### src/rtl/gpio_edge_ctl.sv
module gpio_edge_ctl #(
  parameter int NPINS = 28,
  parameter int NDED  = 11,
  parameter int AW    = 5,
  parameter int DW    = 32
) (
  input  logic             clk,
  input  logic             rst_n,
  input  logic             wr_en,
  input  logic [AW-1:0]    addr,
  input  logic [DW-1:0]    wr_data,
  output logic [DW-1:0]    rd_data,
  input  logic [NPINS-1:0] pin_in,
  output logic [NPINS-1:0] pin_out,
  output logic [NDED-1:0]  irq_pin,
  output logic             irq_shared
);
  localparam logic [2:0] SEL_LVL = 3'd0, SEL_DIR = 3'd1, SEL_SET = 3'd2, SEL_CLR = 3'd3,
                         SEL_REN = 3'd4, SEL_FEN = 3'd5, SEL_STS = 3'd6, SEL_FSEL = 3'd7;

  logic [NPINS-1:0] sync1, sync2, prev;
  logic [NPINS-1:0] dir, latch, ren, fen, status, fsel;
  logic [NPINS-1:0] rd_n;

  wire [2:0]       sel  = addr[4:2];
  wire [NPINS-1:0] wdat = wr_data[NPINS-1:0];
  wire unused_bits = &{1'b0, addr[1:0], wr_data[DW-1:NPINS]};

  wire [NPINS-1:0] rise = sync2 & ~prev & ~dir & ren;
  wire [NPINS-1:0] fall = ~sync2 & prev & ~dir & fen;
  wire [NPINS-1:0] clr_mask = (wr_en && sel == SEL_STS) ? wdat : '0;

  always_ff @(posedge clk or negedge rst_n) begin
    if (!rst_n) begin
      sync1  <= '0;
      sync2  <= '0;
      prev   <= '0;
      dir    <= '0;
      latch  <= '0;
      ren    <= '0;
      fen    <= '0;
      status <= '0;
      fsel   <= '0;
    end else begin
      sync1  <= pin_in;
      sync2  <= sync1;
      prev   <= sync2;
      status <= (status & ~clr_mask) | rise | fall;
      if (wr_en) begin
        case (sel)
          SEL_DIR:  dir   <= wdat;
          SEL_SET:  latch <= latch | wdat;
          SEL_CLR:  latch <= latch & ~wdat;
          SEL_REN:  ren   <= wdat;
          SEL_FEN:  fen   <= wdat;
          SEL_FSEL: fsel  <= wdat;
          default: ;
        endcase
      end
    end
  end

  always_comb begin
    case (sel)
      SEL_LVL:  rd_n = (latch & dir) | (sync2 & ~dir);
      SEL_DIR:  rd_n = dir;
      SEL_REN:  rd_n = ren;
      SEL_FEN:  rd_n = fen;
      SEL_STS:  rd_n = status;
      SEL_FSEL: rd_n = fsel;
      default:  rd_n = '0;
    endcase
    rd_data = '0;
    rd_data[NPINS-1:0] = rd_n;
  end

  assign pin_out    = latch & dir;
  assign irq_pin    = status[NDED-1:0];
  assign irq_shared = |status[NPINS-1:NDED];
endmodule

### config.mk
export PLATFORM = sky130hd
export DESIGN_NAME = gpio_edge_ctl
export DESIGN_NICKNAME = d
export VERILOG_FILES = /design/src/rtl/gpio_edge_ctl.sv
export SDC_FILE = /design/constraint.sdc
export NUM_CORES = 1
export LEC_CHECK = 0
export ABC_AREA = 1
export BUFFER_PORTS_ARGS = -buffer_cell sky130_fd_sc_hd__buf_2
export CAP_MARGIN = 20
export CORE_MARGIN = 4
export CORE_UTILIZATION = 23
export CTS_BUF_LIST = sky130_fd_sc_hd__clkbuf_8 sky130_fd_sc_hd__clkbuf_16
export DETAILED_ROUTE_END_ITERATION = 16
export PLACE_DENSITY_LB_ADDON = 0.12
export SYNTH_ARGS = -nofsm -noshare
export SYNTH_HDL_FRONTEND = slang
export SYNTH_SLANG_ARGS = --single-unit
### constraint.sdc
create_clock -name clk -period 1.25 [get_ports clk]
set_input_delay 0.0625 -clock clk [delete_from_list [all_inputs] [get_ports clk]]
set_output_delay 0.0625 -clock clk [all_outputs]
set_load 0.05 [all_outputs]
# == Word-level counts from Yosys, hierarchy flattened ==
# Index checks and enable logic that the tools add are counted.
# word_totals
regBits,252
latch_bits,0
mem_bits_rw,0
mem_bits_ro,0
in_bits,68
out_inout_bits,72
word_cells,47
mem_count,0
# op_classes
addsub,0
mul,0
div_mod_pow,0
magnitude_cmp,0
eq_ne,7
shift,0
muxes,3
bitwise,19
n_reduce_logical,9
# op_table
cell,n
AND 28 bit,10
case mux 28 bit (6 select lines),1
inverter 28 bit,5
OR 28 bit,4
case mux 28 bit (2 select lines),1
two-way mux 28 bit,1
OR reduction 17 bit,1
"== test 3 bit, second input constant",4
AND reduction 2 bit,5
"== test 3 x 2 -> 1 bit, second input constant",2
"== test 3 x 1 -> 1 bit, second input constant",1
zero test 3 bit,1
nonzero test 2 bit,1
logical AND 1 bit,1

# == Depth between registers and ports, before layout ==
# logic_depth
depth_word,7
ltp_mapped,10
mapped_depth_nobuf,7

# == Worst setup path before layout ==
# OpenSTA, ideal clock, no wires.
# synth_timing
path_kind,input port to output port
start,in addr[3]
end,out rd_data[1]
arrival_time_ps,1184
required_time_ps,1188
path_slack_ps,3
stages,8
n_path_buf,3
cell_sequence,buf_4 > inv_1 > buf_4 > buf_2 > nand4_1 > nand2_1 > nor2_1 > nand2_1
# synth_via
elab_chain_len,2
word_cells_on_any_way,7
classes_between,5 x eq/ne; 1 x mux; 1 x reduce/logical
# synth_rtl
element,line,rtl
start: declaration,10,"input logic [AW-1:0] addr,"
== test 3 bit (tied with other cells),64,case (sel)
case mux 28 bit (6 select lines) (*),64,
end: declaration,12,"output logic [DW-1:0] rd_data,"
# Every way passes the cells marked *; elsewhere a longest branch is shown, timed or not.

# == Worst setup path after layout ==
# layout_timing
start,reg status[26]
end,out irq_shared
# layout_via
elab_chain_len,1
# layout_rtl
element,line,rtl
start: declaration,22,"logic [NPINS-1:0] dir, latch, ren, fen, status, fsel;"
start signal: assignment,48,status <= (status & ~clr_mask) | rise | fall;
OR reduction 17 bit,79,assign irq_shared = |status[NPINS-1:NDED];
end: declaration,16,output logic irq_shared
# Every way passes these cells.

==> impl_metrics.json <==
{
  "synth-edff-count": 0,
  "numCtsBuffers": 35,
  "insertion_delay_ns": 0.54,
  "syn_to_final_growth_pct": 46.4,
  "syn_inst": 1467,
  "worstPathArrival_ns": 1.60,
  "path_cells": "or2_4 -> nor2_4 -> nand3_4 -> buf_8",
  "yosysSeqAreaShare_pct": 54.0,
  "portBuffers": 129,
  "hold_viol": 0,
  "slew_viol_final": 0,
  "finalClockSkew_ns": 0.0158,
  "setup_viol": 60,
  "grt_pass1_vias": 10500,
  "timing.hold.ws_ns": 0.166,
  "violations": "negative setup slack",
  "viasPerCell": 4.23,
  "end_kind": "output pin",
  "netlist_top_cells_count": "518 x nand2_1, 252 x dfrtp_1, 185 x o21ai_0",
  "grt_pass1_wl_mm": 61.9,
  "ys_seq_elements": 252,
  "async_flop_share_pct": 100,
  "grt_max_degree": 48,
  "crit_family": "simple AND/OR/NAND/NOR gates",
  "clk_path_buf_depth": 3,
  "ys.warnings.count": 0,
  "setup_ws_ns": -0.408,
  "ys.flop_type": "dfrtp_1",
  "dp_hpwl_mm": 25.9,
  "cts_tree": "built",
  "die_x_um": 233,
  "drtIter0Drc": 612,
  "period_share_pct": 133,
  "vias": 10400,
  "synth_area_leader_cell": "dfrtp_1",
  "ant_nets": 0,
  "initial_core_util_pct": 23.3,
  "max_freq_mhz": 603,
  "die_area_mm2": 0.0544,
  "cp.buffers_inverters": 1,
  "cts_root_buffer": "clkbuf_16",
  "route.detailed.drc": 0,
  "cts_sinks": 252,
  "final_util_pct": 34.1,
  "first_pass_iters": 5,
  "critPathKind": "reg -> out",
  "power_density_mw_per_mm2": 1550,
  "htree_levels": 2,
  "wire_per_inst_um": 16.2,
  "post-synth-top-count-cell": "nand2_1",
  "rows": 82,
  "grt_overflow": 0,
  "synth_area_leaders": "dfrtp_1 54%, nand2_1 17%, o21ai_0 7.9%",
  "dieHeight_um": 233,
  "total_power_mw": 26.4,
  "slowest_delay_ns": 0.39,
  "routabilityCongestion": 0.738,
  "core_area_mm2": 0.0502,
  "nNetsFinal": 1832,
  "crit_fanout": 2,
  "drt-total-wl_mm": 39.8,
  "hp-class": "in -> async",
  "required_ns": 1.19,
  "rsz0062_at_grt": "yes",
  "startpoint_type": "register",
  "period_minus_slack_ns": 1.66,
  "slowest_stage": "dfrtp_1",
  "drv_cap": 0,
  "clk_pin_slew_ns": 0.05,
  "p_leak_nw": 8.36,
  "peakVddDrop_v": 0.000711,
  "drive_above_1_share_pct": 30.0,
  "synth_cell_type_count": 26,
  "status": "finished, violations left",
  "antenna_found_initial": 2,
  "syn_area_mm2": 0.0117,
  "gr-usage-all-layers_pct": 14.8,
  "synth_top_area_share_pct": 54.0,
  "syn_avg_cell_area_um2": 7.96,
  "ios": 140
}
[through the flow]
step,instance area [um^2],worst slack (ns),instances,TNS [ns]
after floorplan,11700,0.00312,1470,0
after global placement,13700,-0.234,2268,-23.36
after detailed placement,13700,-0.238,2268,-27.85
after CTS,16900,-0.462,2485,-23.91
after global routing,17100,-0.470,2461,-15.60
final,17100,-0.408,2463,-11.02
[metal layers]
layer  track usage (%)  part of all wire [%]  wire length [um]  up-vias
met4              4.22                   2.3               900        0
met2              24.3                    47             18700      191
met3              2.46                   3.9              1570       60
met1              20.2                    47             18600     4946
li1                  -                     -                 -     5224
met5                 0                     0                 0        -
[worst register-to-register path, stage by stage (launching register included)]
cell     delay (ns)
dfrtp_1        0.43
inv_2          0.08
nand2_2        0.06
buf_6          0.11
buf_4          0.12
buf_4          0.12
nor2_2         0.09
o21ai_1        0.07
nand2_1        0.06
[report_power, final]
part	switching (mW)	total [mW]	internal [mW]	leakage, nW
registers	0.819	10.1	9.26	2.95
logic	3.52	6.18	2.66	4.79
clock network	3.76	10.1	6.38	0.623
total	8.09	26.4	18.3	8.36
[worst paths after layout]
path	from	endpoint	slack, ns	cells after the start
worst max-delay path	status[26]	irq_shared	-0.41	4
worst min-delay path	rst_n	status[19]	0.17	3
worst max register to register	dir[3]	status[3]	0.06	8
worst min register to register	sync1[2]	sync2[2]	0.34	0
max in group asynchronous	rst_n	ren[10]	0.24	4
min in group clk	pin_in[11]	sync1[11]	0.17	2
[cell families (layout without fill, tap and decap cells)]
logic type	after synthesis	count (layout)	share of synthesized area (%)
other	1	6	0.0321
AO/OA/AOI/OAI	196	196	8.40
flip-flops	252	252	54.0
buffers and inverters	262	581	10.3
AND/OR/NAND/NOR	756	756	27.2
[cells in the final DEF, fill, tap and decap left out, types with 38 or more instances in the layout]
cell           synthesis  routed
o21ai_0              185     166
dfrtp_1              252     247
inv_1                170     125
nand3_1               59      56
nand2_1              518     427
inv_2                  1      52
dlygate4sd3_1          0      58
buf_8                  0      55
nand2_2                0      88
buf_6                  8      38
nand4_1               74      74
buf_2                 41      59
buf_4                 28     108
nor2_1                93      69
[area by class of cell]
cell class	count	area [um^2]
Timing Repair Buffer	347	3520
Tap cell	672	841
Multi-Input combinational cell	956	4560
Sequential cell	252	6310
Clock inverter	14	109
Clock buffer	48	1080
Antenna cell	2	5.00
Inverter	172	656
Fill cell	5232	33100
[repair_timing]
| action | CTS | global route |
|---|---|---|
| endpoints found under the hold margin | 448 | 0 |
| setup buffers | 99 | 24 |
| resized for setup | 294 | 130 |
| hold buffers | 58 | 0 |
| setup endpoints to repair | 68 | 72 |
| pin swaps | 44 | 52 |
No activity file was read; power rests on OpenSTA's default activity.
